File: src/rtl/smb_pkg.sv
package smb_pkg;
    timeunit 1ns;
    timeprecision 1ps;

    typedef logic [7:0] byte_t;

    typedef enum logic [2:0] {
        ST_IDLE,
        ST_ADDR,
        ST_INDEX,
        ST_COUNT,
        ST_WDATA,
        ST_RCOUNT,
        ST_RDATA,
        ST_WAIT
    } bus_state_e;

    // Synchronized line levels and single-cycle events on the system clock
    typedef struct packed {
        logic scl;
        logic sda;
        logic scl_rise;
        logic scl_fall;
        logic start;
        logic stop;
    } line_ev_t;

    function automatic byte_t reg_reset_value(input int idx, input int cnt_idx, input byte_t cnt_init);
        return (idx == cnt_idx) ? cnt_init : 8'h00;
    endfunction

    function automatic logic addr_hit(input byte_t b, input logic [6:0] dev);
        return b[7:1] == dev;
    endfunction

    function automatic logic is_rx(input bus_state_e s);
        return (s == ST_ADDR) || (s == ST_INDEX) || (s == ST_COUNT) || (s == ST_WDATA);
    endfunction

    function automatic logic is_tx(input bus_state_e s);
        return (s == ST_RCOUNT) || (s == ST_RDATA);
    endfunction
endpackage

File: src/rtl/smb_line_sync.sv
module smb_line_sync
    import smb_pkg::*;
#(
    parameter int STAGES = 2
) (
    input  logic     clk,
    input  logic     rst,
    input  logic     scl_i,
    input  logic     sda_i,
    output line_ev_t ev
);
    timeunit 1ns;
    timeprecision 1ps;

    logic [STAGES-1:0] scl_pipe;
    logic [STAGES-1:0] sda_pipe;
    logic              scl_q;
    logic              sda_q;
    logic              scl_s;
    logic              sda_s;

    always_ff @(posedge clk) begin
        if (rst) begin
            scl_pipe <= '1;
            sda_pipe <= '1;
            scl_q    <= 1'b1;
            sda_q    <= 1'b1;
        end else begin
            scl_pipe <= {scl_pipe[STAGES-2:0], scl_i};
            sda_pipe <= {sda_pipe[STAGES-2:0], sda_i};
            scl_q    <= scl_pipe[STAGES-1];
            sda_q    <= sda_pipe[STAGES-1];
        end
    end

    assign scl_s = scl_pipe[STAGES-1];
    assign sda_s = sda_pipe[STAGES-1];

    always_comb begin
        ev.scl      = scl_s;
        ev.sda      = sda_s;
        ev.scl_rise = scl_s & ~scl_q;
        ev.scl_fall = ~scl_s & scl_q;
        ev.start    = scl_s & scl_q & sda_q & ~sda_s;
        ev.stop     = scl_s & scl_q & ~sda_q & sda_s;
    end

    // A start or stop can only be reported while SCL stays high
    AST_EVT_SCL_HIGH: assert property (@(posedge clk) disable iff (rst)
        (ev.start || ev.stop) |-> $past(scl_pipe[STAGES-1])) else $error("event with SCL low");
endmodule

File: src/rtl/smb_regbank.sv
module smb_regbank
    import smb_pkg::*;
#(
    parameter int    NREG     = 16,
    parameter int    CNT_IDX  = 8,
    parameter byte_t CNT_INIT = 8'd8
) (
    input  logic              clk,
    input  logic              rst,
    input  logic              we,
    input  byte_t             waddr,
    input  byte_t             wdata,
    input  byte_t             raddr,
    output byte_t             rdata,
    output byte_t             cnt_o,
    output logic [NREG*8-1:0] flat_o
);
    timeunit 1ns;
    timeprecision 1ps;

    localparam int AW = $clog2(NREG);

    byte_t mem [NREG];
    logic  w_in_range;
    logic  r_in_range;

    assign w_in_range = (32'(waddr) < NREG);
    assign r_in_range = (32'(raddr) < NREG);

    always_ff @(posedge clk) begin
        if (rst) begin
            for (int i = 0; i < NREG; i++) begin
                mem[i] <= reg_reset_value(i, CNT_IDX, CNT_INIT);
            end
        end else if (we && w_in_range) begin
            mem[waddr[AW-1:0]] <= wdata;
        end
    end

    assign rdata = r_in_range ? mem[raddr[AW-1:0]] : 8'hFF;
    assign cnt_o = mem[CNT_IDX];

    for (genvar g = 0; g < NREG; g++) begin : g_flat
        assign flat_o[g*8 +: 8] = mem[g];
    end

    AST_OOR_WRITE_DROPPED: assert property (@(posedge clk) disable iff (rst)
        (we && !w_in_range) |=> $stable(flat_o)) else $error("out-of-range write changed bank");
    AST_OOR_READ_ONES: assert property (@(posedge clk) disable iff (rst)
        !r_in_range |-> (rdata == 8'hFF)) else $error("out-of-range read not 0xFF");
endmodule

File: src/rtl/smb_idx_slave.sv
module smb_idx_slave
    import smb_pkg::*;
#(
    parameter logic [6:0] DEV_ADDR    = 7'h68,
    parameter int         NREG        = 16,
    parameter int         CNT_IDX     = 8,
    parameter int         CNT_INIT    = 8,
    parameter int         SYNC_STAGES = 2
) (
    input  logic              clk,
    input  logic              rst,
    input  logic              scl_i,
    input  logic              sda_i,
    output logic              sda_oe,
    output logic [NREG*8-1:0] regs_o
);
    timeunit 1ns;
    timeprecision 1ps;

    localparam logic [3:0] BITS = 4'd8;

    line_ev_t   ev;
    bus_state_e state;
    bus_state_e after_st;
    bus_state_e rx_next;
    logic [3:0] bitcnt;
    logic       ack_phase;
    logic       host_ack;
    logic       rx_ack;
    logic       active;
    logic       rx_done;
    logic       we;
    byte_t      shreg;
    byte_t      txreg;
    byte_t      ptr;
    byte_t      wleft;
    byte_t      rdata;
    byte_t      cnt;

    smb_line_sync #(.STAGES(SYNC_STAGES)) u_sync (
        .clk   (clk),
        .rst   (rst),
        .scl_i (scl_i),
        .sda_i (sda_i),
        .ev    (ev)
    );

    smb_regbank #(
        .NREG     (NREG),
        .CNT_IDX  (CNT_IDX),
        .CNT_INIT (byte_t'(CNT_INIT))
    ) u_bank (
        .clk    (clk),
        .rst    (rst),
        .we     (we),
        .waddr  (ptr),
        .wdata  (shreg),
        .raddr  (ptr),
        .rdata  (rdata),
        .cnt_o  (cnt),
        .flat_o (regs_o)
    );

    assign active  = (state != ST_IDLE) && (state != ST_WAIT);
    assign rx_done = active && ev.scl_fall && !ack_phase && (bitcnt == BITS) && is_rx(state);
    assign we      = rx_done && (state == ST_WDATA) && (wleft != 8'd0);

    // Decision on a fully received byte
    always_comb begin
        rx_ack  = 1'b1;
        rx_next = state;
        case (state)
            ST_ADDR: begin
                if (addr_hit(shreg, DEV_ADDR)) begin
                    rx_next = shreg[0] ? ST_RCOUNT : ST_INDEX;
                end else begin
                    rx_ack  = 1'b0;
                    rx_next = ST_WAIT;
                end
            end
            ST_INDEX: rx_next = ST_COUNT;
            ST_COUNT: rx_next = ST_WDATA;
            ST_WDATA: rx_ack  = (wleft != 8'd0);
            default:  rx_ack  = 1'b0;
        endcase
    end

    always_ff @(posedge clk) begin
        if (rst) begin
            state     <= ST_IDLE;
            after_st  <= ST_IDLE;
            bitcnt    <= '0;
            ack_phase <= 1'b0;
            host_ack  <= 1'b0;
            shreg     <= '0;
            txreg     <= '0;
            ptr       <= '0;
            wleft     <= '0;
            sda_oe    <= 1'b0;
        end else if (ev.start) begin
            state     <= ST_ADDR;
            bitcnt    <= '0;
            ack_phase <= 1'b0;
            sda_oe    <= 1'b0;
        end else if (ev.stop) begin
            state     <= ST_IDLE;
            bitcnt    <= '0;
            ack_phase <= 1'b0;
            sda_oe    <= 1'b0;
        end else if (active) begin
            if (ev.scl_rise) begin
                if (ack_phase) begin
                    host_ack <= ~ev.sda;
                end else if (bitcnt != BITS) begin
                    shreg  <= {shreg[6:0], ev.sda};
                    bitcnt <= bitcnt + 4'd1;
                end
            end
            if (ev.scl_fall) begin
                if (ack_phase) begin
                    ack_phase <= 1'b0;
                    bitcnt    <= '0;
                    if (is_tx(state) && !host_ack) begin
                        state  <= ST_WAIT;
                        sda_oe <= 1'b0;
                    end else begin
                        state <= after_st;
                        if (after_st == ST_RCOUNT) begin
                            txreg  <= cnt;
                            sda_oe <= ~cnt[7];
                        end else if (after_st == ST_RDATA) begin
                            txreg  <= rdata;
                            sda_oe <= ~rdata[7];
                            ptr    <= ptr + 8'd1;
                        end else begin
                            sda_oe <= 1'b0;
                        end
                    end
                end else if (bitcnt == BITS) begin
                    ack_phase <= 1'b1;
                    if (is_rx(state)) begin
                        sda_oe   <= rx_ack;
                        after_st <= rx_next;
                        case (state)
                            ST_INDEX: ptr   <= shreg;
                            ST_COUNT: wleft <= shreg;
                            ST_WDATA: begin
                                if (wleft != 8'd0) begin
                                    ptr   <= ptr + 8'd1;
                                    wleft <= wleft - 8'd1;
                                end
                            end
                            default: ;
                        endcase
                    end else begin
                        sda_oe   <= 1'b0;
                        after_st <= ST_RDATA;
                    end
                end else if (is_tx(state)) begin
                    txreg  <= {txreg[6:0], 1'b0};
                    sda_oe <= ~txreg[6];
                end
            end
        end
    end

    AST_SDA_SCL_LOW: assert property (@(posedge clk) disable iff (rst)
        !$stable(sda_oe) |-> (!ev.scl || $past(ev.start || ev.stop))) else $error("SDA moved with SCL high");
    AST_START_ABORTS: assert property (@(posedge clk) disable iff (rst)
        ev.start |=> (state == ST_ADDR && bitcnt == 4'd0 && !sda_oe)) else $error("start not honoured");
    AST_STOP_IDLES: assert property (@(posedge clk) disable iff (rst)
        ev.stop |=> (state == ST_IDLE && !sda_oe)) else $error("stop not honoured");
    AST_WAIT_SILENT: assert property (@(posedge clk) disable iff (rst)
        (state == ST_WAIT) |-> !sda_oe) else $error("driving SDA while waiting");
    AST_NACK_BEYOND_COUNT: assert property (@(posedge clk) disable iff (rst)
        (rx_done && state == ST_WDATA && wleft == 8'd0) |=> !sda_oe) else $error("acked byte beyond count");
endmodule

File: config.mk
export PLATFORM = sky130hd
export DESIGN_NAME = smb_idx_slave
export DESIGN_NICKNAME = d
export VERILOG_FILES = /design/src/rtl/smb_pkg.sv /design/src/rtl/smb_line_sync.sv /design/src/rtl/smb_regbank.sv /design/src/rtl/smb_idx_slave.sv
export SDC_FILE = /design/constraint.sdc
export NUM_CORES = 1
export LEC_CHECK = 0
export BUFFER_PORTS_ARGS = -buffer_cell sky130_fd_sc_hd__clkbuf_2
export CAP_MARGIN = 5
export CORE_UTILIZATION = 55
export DETAILED_ROUTE_END_ITERATION = 10
export PLACE_DENSITY_LB_ADDON = 0.25
export SETUP_SLACK_MARGIN = 0.05
export SYNTH_ARGS = -nofsm -noshare
export SYNTH_HDL_FRONTEND = slang
export SYNTH_SLANG_ARGS = --single-unit
File: constraint.sdc
create_clock -name clk -period 2.65 [get_ports clk]
set_input_delay 0.53 -clock clk [delete_from_list [all_inputs] [get_ports clk]]
set_output_delay 0.53 -clock clk [all_outputs]
set_load 0.02 [all_outputs]
---- Word level (Yosys, flattened, before mapping) ----
Memories as Yosys holds them, arrays and structs flattened. A register that Yosys moved wholly into a read port is not among the register bits.
Index checks and enable logic that the tools add are counted.
storage, ports and cells
  memory bits (read-only) ................. 0
  bits in writable memories ............... 128
  logic and storage cells ................. 148
  input port bits ......................... 4
  output and inout bits ................... 129
  register bits ........................... 50
  latch bits .............................. 0
  memories ................................ 1
operators by class
  multiply operators ...................... 0
  bitwise logic cells ..................... 17
  equal/unequal tests ..................... 19
  shift-type cells ........................ 0
  magnitude comparators ................... 1
  divide/modulo/power cells ............... 0
  multiplexer cells ....................... 53
  reduce and logical (&&, ||, !) cells .... 39
  add/sub/neg operators ................... 3
memories
  memory      words  bits a word  rd ports  clocked after Yosys merged registers in  write ports  RTL line           text
  u_bank.mem  16     8            17        1                                        16           smb_regbank.sv:23  byte_t mem [NREG];
operators by type and width
  operator               number
  $mux W8                10
  $mux W7                6
  $mux W4                8
  $pmux W8 S2            2
  $mux W1                21
  $reduce_bool A3 Y1     6
  $eq A3 B3 Y1 const B   5
  $mux W3                4
  $reduce_and A6 Y1      2
  $reduce_and A11 Y1     1
  $not A1 Y1             10
  $logic_and A1 B1 Y1    9
  $pmux W3 S3            1
  $reduce_and A3 Y1      3
  $reduce_and A9 Y1      1
  $add A8 B1 Y8 const B  1
  $lt A8 B5 Y1 const B   1
  $reduce_and A8 Y1      1
  $reduce_bool A2 Y1     4
  $reduce_bool A8 Y1     1
  $reduce_or A8 Y1       1
  $sub A8 B1 Y8 const B  1
  $and A1 B1 Y1          7
  $eq A7 B7 Y1 const B   1
  other kinds (17)       25

---- Depth between registers and ports, before layout ----
  word-level depth ........................ 14
  gate-level depth with buffers ........... 9
  mapped depth without buffers ............ 7

---- Hierarchy ----
From an unflattened synthesis, not the netlist that was laid out.
unflattened totals
  cell total of the unflattened synthesis .. 787
  area, all modules ....................... 9262.6 um^2
modules (own cells, without submodules)
  module         area each (um^2)  seq. area each (um^2)  times used  cells an instance
  smb_regbank    6399.9            3843.7                 1           436
  smb_idx_slave  2657.5            880.8                  1           333
  smb_line_sync  205.2             120.1                  1           18

---- Least setup slack after synthesis ----
Ideal clock, no wire load.
  kind .................................... register to register
  start ................................... reg bitcnt[0]
  end ..................................... mem u_bank.mem[11][0] (netlist name) (enable)
  clock period less this slack ............ 2361 ps
  path buffers ............................ 2
  data required time ...................... 2341 ps
  setup time .............................. 309 ps
  slack ................................... 289 ps
  cell stages (with the launch flop) ...... 10
  arrival ................................. 2052 ps
  path through ............................ dfxtp_1 > inv_1 > ha_1 > and4bb_2 > nand4_1 > nor4b_4 > buf_6 > and3_1 > buf_4 > or2_2
RTL lines
  item                    RTL line              text
  start, declared         smb_idx_slave.sv:26   logic [3:0] bitcnt;
  start signal, assigned  smb_idx_slave.sv:116  bitcnt <= bitcnt + 4'd1;
  end, declared           smb_regbank.sv:23

==> key figures <==
Die
  • CORE AREA: 16000 sq um
  • Row cnt: 46
  • Initial core utilization: 0.566
  • Die footprint: 17000 sq um
  • Width of the die: 130 um
  • Die Y: 130 um
  • # IOs: 133

CTS
  • CTS tree: yes
  • CTS Sinks: 182
  • Worst-path clk slew: 70 ps
  • Clock root cell: clkbuf_16
  • Skew-Pair Late Insertion Delay: 430 ps
  • Post-CTS Setup Inserts: 0
  • H-tree depth: 4
  • TritonCTS buffer count: 17
  • Clk buf depth: 2
  • Hold buffer count at cts: 0

Global route
  • GRT Total Usage: 0.322
  • Initial antenna violation count: 1
  • Global-route wire length before repair: 39200 um
  • Largest net degree at the start of global routing: 35
  • Vias in the first global route: 6639
  • Grt total ovfl: 0

Synth
  • Fraction of registers with async set/reset: 0
  • Mapped cell area: 9060 sq um
  • Distinct cells, synth: 62
  • Mapped Nets: 797
  • Top FF cell, synth: edfxtp_1
  • Synthesized instance count: 785
  • Top-area cell type share of the netlist area: 0.424
  • Avg Inst Size Synth: 11.5 sq um
  • Synth area leader: edfxtp_1
  • Ranking of synthesized cells by area: edfxtp_1 42%, dfxtp_1 12%, and2_1 8.4%, mux4_2 7.2%, nand2_1 2.0%
  • Post-synth EDFFs: 128
  • Sequential cell area fraction in the yosys report: 0.543
  • Synthesis warning total: 0
  • FF+latch count, synth: 182

Route
  • Remaining antenna violation count after routing: 0
  • Vias per cell: 6.32
  • Number of remaining DRC errors: 0
  • First-pass DRT Iterations: 6
  • DR iter-0 viols: 831
  • Detailed-route via count: 7171
  • Drt total wl: 26600 um
  • WL per Instance: 23.4 um

Timing
  • Clock skew: 11.1 ps
  • Setup_tns: 0 ps
  • F_max: 404 MHz
  • Crit share post-route: 0.933
  • Slew Limit Fails: 0
  • Final Hold Viols: 0
  • Actual slew at the worst max-slew pin: 787 ps
  • RSZ-0062 raised after global routing: no
  • Max_slew headroom: 0.474
  • Setup violations, final: 0
  • Min Tclk post-route: 2470 ps

Layout
  • Number of diodes: 0
  • NumNets Final: 919
  • Layout cells sized above 1: 0.292
  • Leading cell type in the layout, fill and taps excluded: clkbuf_2
  • Filler cell count: 1248
  • Most frequent cells in the layout: 132 x clkbuf_2, 128 x edfxtp_1, 121 x and2_1
  • Register area: 4930 sq um
  • Area occupied by multi-input gates: 3760 sq um
  • Area Growth Syn to Fin: 16.8%

Placement
  • GP Congestion: 0.936
  • Number of port buffers: 132
  • Post-DP HPWL: 18900 um

Setup path
  • CP Capture Type: flop
  • Critical path launch point type: flop
  • Worst EP arrival: 2620 ps
  • Critical path class: reg -> reg
  • Data required, critical path: 2790 ps
  • Worst Path Max Fanout: 24

Pwr
  • Design Power: 6.10 mW
  • Peak supply drop: 0.440 mV
  • LEAKAGE: 3.96 nW
  • Pwr/cell area: 577 nW/um^2

Outcome
  • Status: finished, final reports clean

Hold path
  • Min-Delay Path Class: in -> reg

Run
  • MaxCap Viol Count: 0
==> cells in the mapped netlist (all sizes together), types with 4 or more instances <==
cell type,count
nor4,6
edfxtp,128
nor3,19
mux4,29
buf,32
nor3b,5
or2,20
mux2i,4
ha,8
a21oi,34
inv,11
nor2,26
a31oi,8
o2111ai,5
o211ai,4
nor2b,9
a211oi,9
mux2,11
nand2,49
nand4,4
and2,121
o41ai,5
and3,25
or3,8
o32ai,5
dfxtp,54
nand2b,12
nand3,14
clkbuf,38
o21ai,30
==> final timing paths <==
| path | start | slack, ps | to | cells after the start |
|---|---|---|---|---|
| setup / recovery | wleft[0]$_SDFFE_PP0P_ | 180 | u_bank.mem[6][3]$_SDFFCE_PN0P_ | 9 |
| hold / removal | sda_i | 280 | u_sync.sda_pipe[0]$_SDFF_PP1_ | 2 |
| hold reg to reg | u_sync.scl_pipe[0]$_SDFF_PP1_ | 420 | u_sync.scl_pipe[1]$_SDFF_PP1_ | 1 |
| setup reg to reg | wleft[0]$_SDFFE_PP0P_ | 180 | u_bank.mem[6][3]$_SDFFCE_PN0P_ | 9 |
==> logic make-up (layout without fill, tap and decap cells) <==
kind of cell,count (synthesis),count (layout),synth area share
mux,44,44,0.0901
simple gates,334,334,0.212
compound gates,132,132,0.0964
fa+ha+maj,8,8,0.0110
buf+inv,81,215,0.0428
xor+xnor,4,4,0.00387
flops,182,182,0.543
==> layout make-up <==
| type | instances | share of cell area |
|---|---|---|
| clock inverter | 14 | 0.0138 |
| multi-input combinational | 522 | 0.355 |
| sequential | 182 | 0.465 |
| tap | 216 | 0.0255 |
| clock buffer | 17 | 0.0402 |
| inverter | 11 | 0.00390 |
| timing repair buffer | 173 | 0.0962 |
==> per-stage QoR <==
step	std cells	area, sq um	utilization	setup WS [ps]	hold WS (ps)
floorplan	785	9060	-	289	389
global placement	1104	10000	0.625	286	393
detailed placement	1104	10000	0.625	193	404
CTS	1135	10600	0.661	180	271
global route	1135	10600	0.662	57.2	277
finish	1135	10600	0.662	177	282
==> metal layers <==
metal,global-route usage,wire (um),share of wire,vias up
li1,-,-,-,3131
met1,0.430,10400,0.39,3468
met2,0.500,12100,0.46,517
met3,0.0945,3430,0.13,53
met4,0.123,684,0.026,2
met5,0,13,0.00049,-
==> worst max-delay path, cell delays in order (launching register included) <==
cell and delay [ps]:
dfxtp_1 340, inv_1 100, ha_1 200, nor4b_1 140, buf_4 140, a21oi_4 230, nor4b_4 290, buf_12 200
and3_1 300, or2_4 230
==> flip-flops by register name (all words and copies together), names as in the netlist, 3 cells and up, named ones only <==
register    cells
wleft           8
u_bank.mem    128
shreg           8
txreg           7
bitcnt          4
ptr             8
state           3
after_st        3
==> what timing repair did <==
item / in CTS / in global routing
endpoints found under the setup margin: 0 / 24
resized for setup: 0 / 3
endpoints found under the hold margin: 0 / 0
==> power by group <==
group	leakage, nW	switching, mW	internal (mW)
clock network	0.267	1.15	1.32
registers	1.65	0.101	3.14
logic	2.04	0.264	0.130
(Power assumes the default switching activity.)
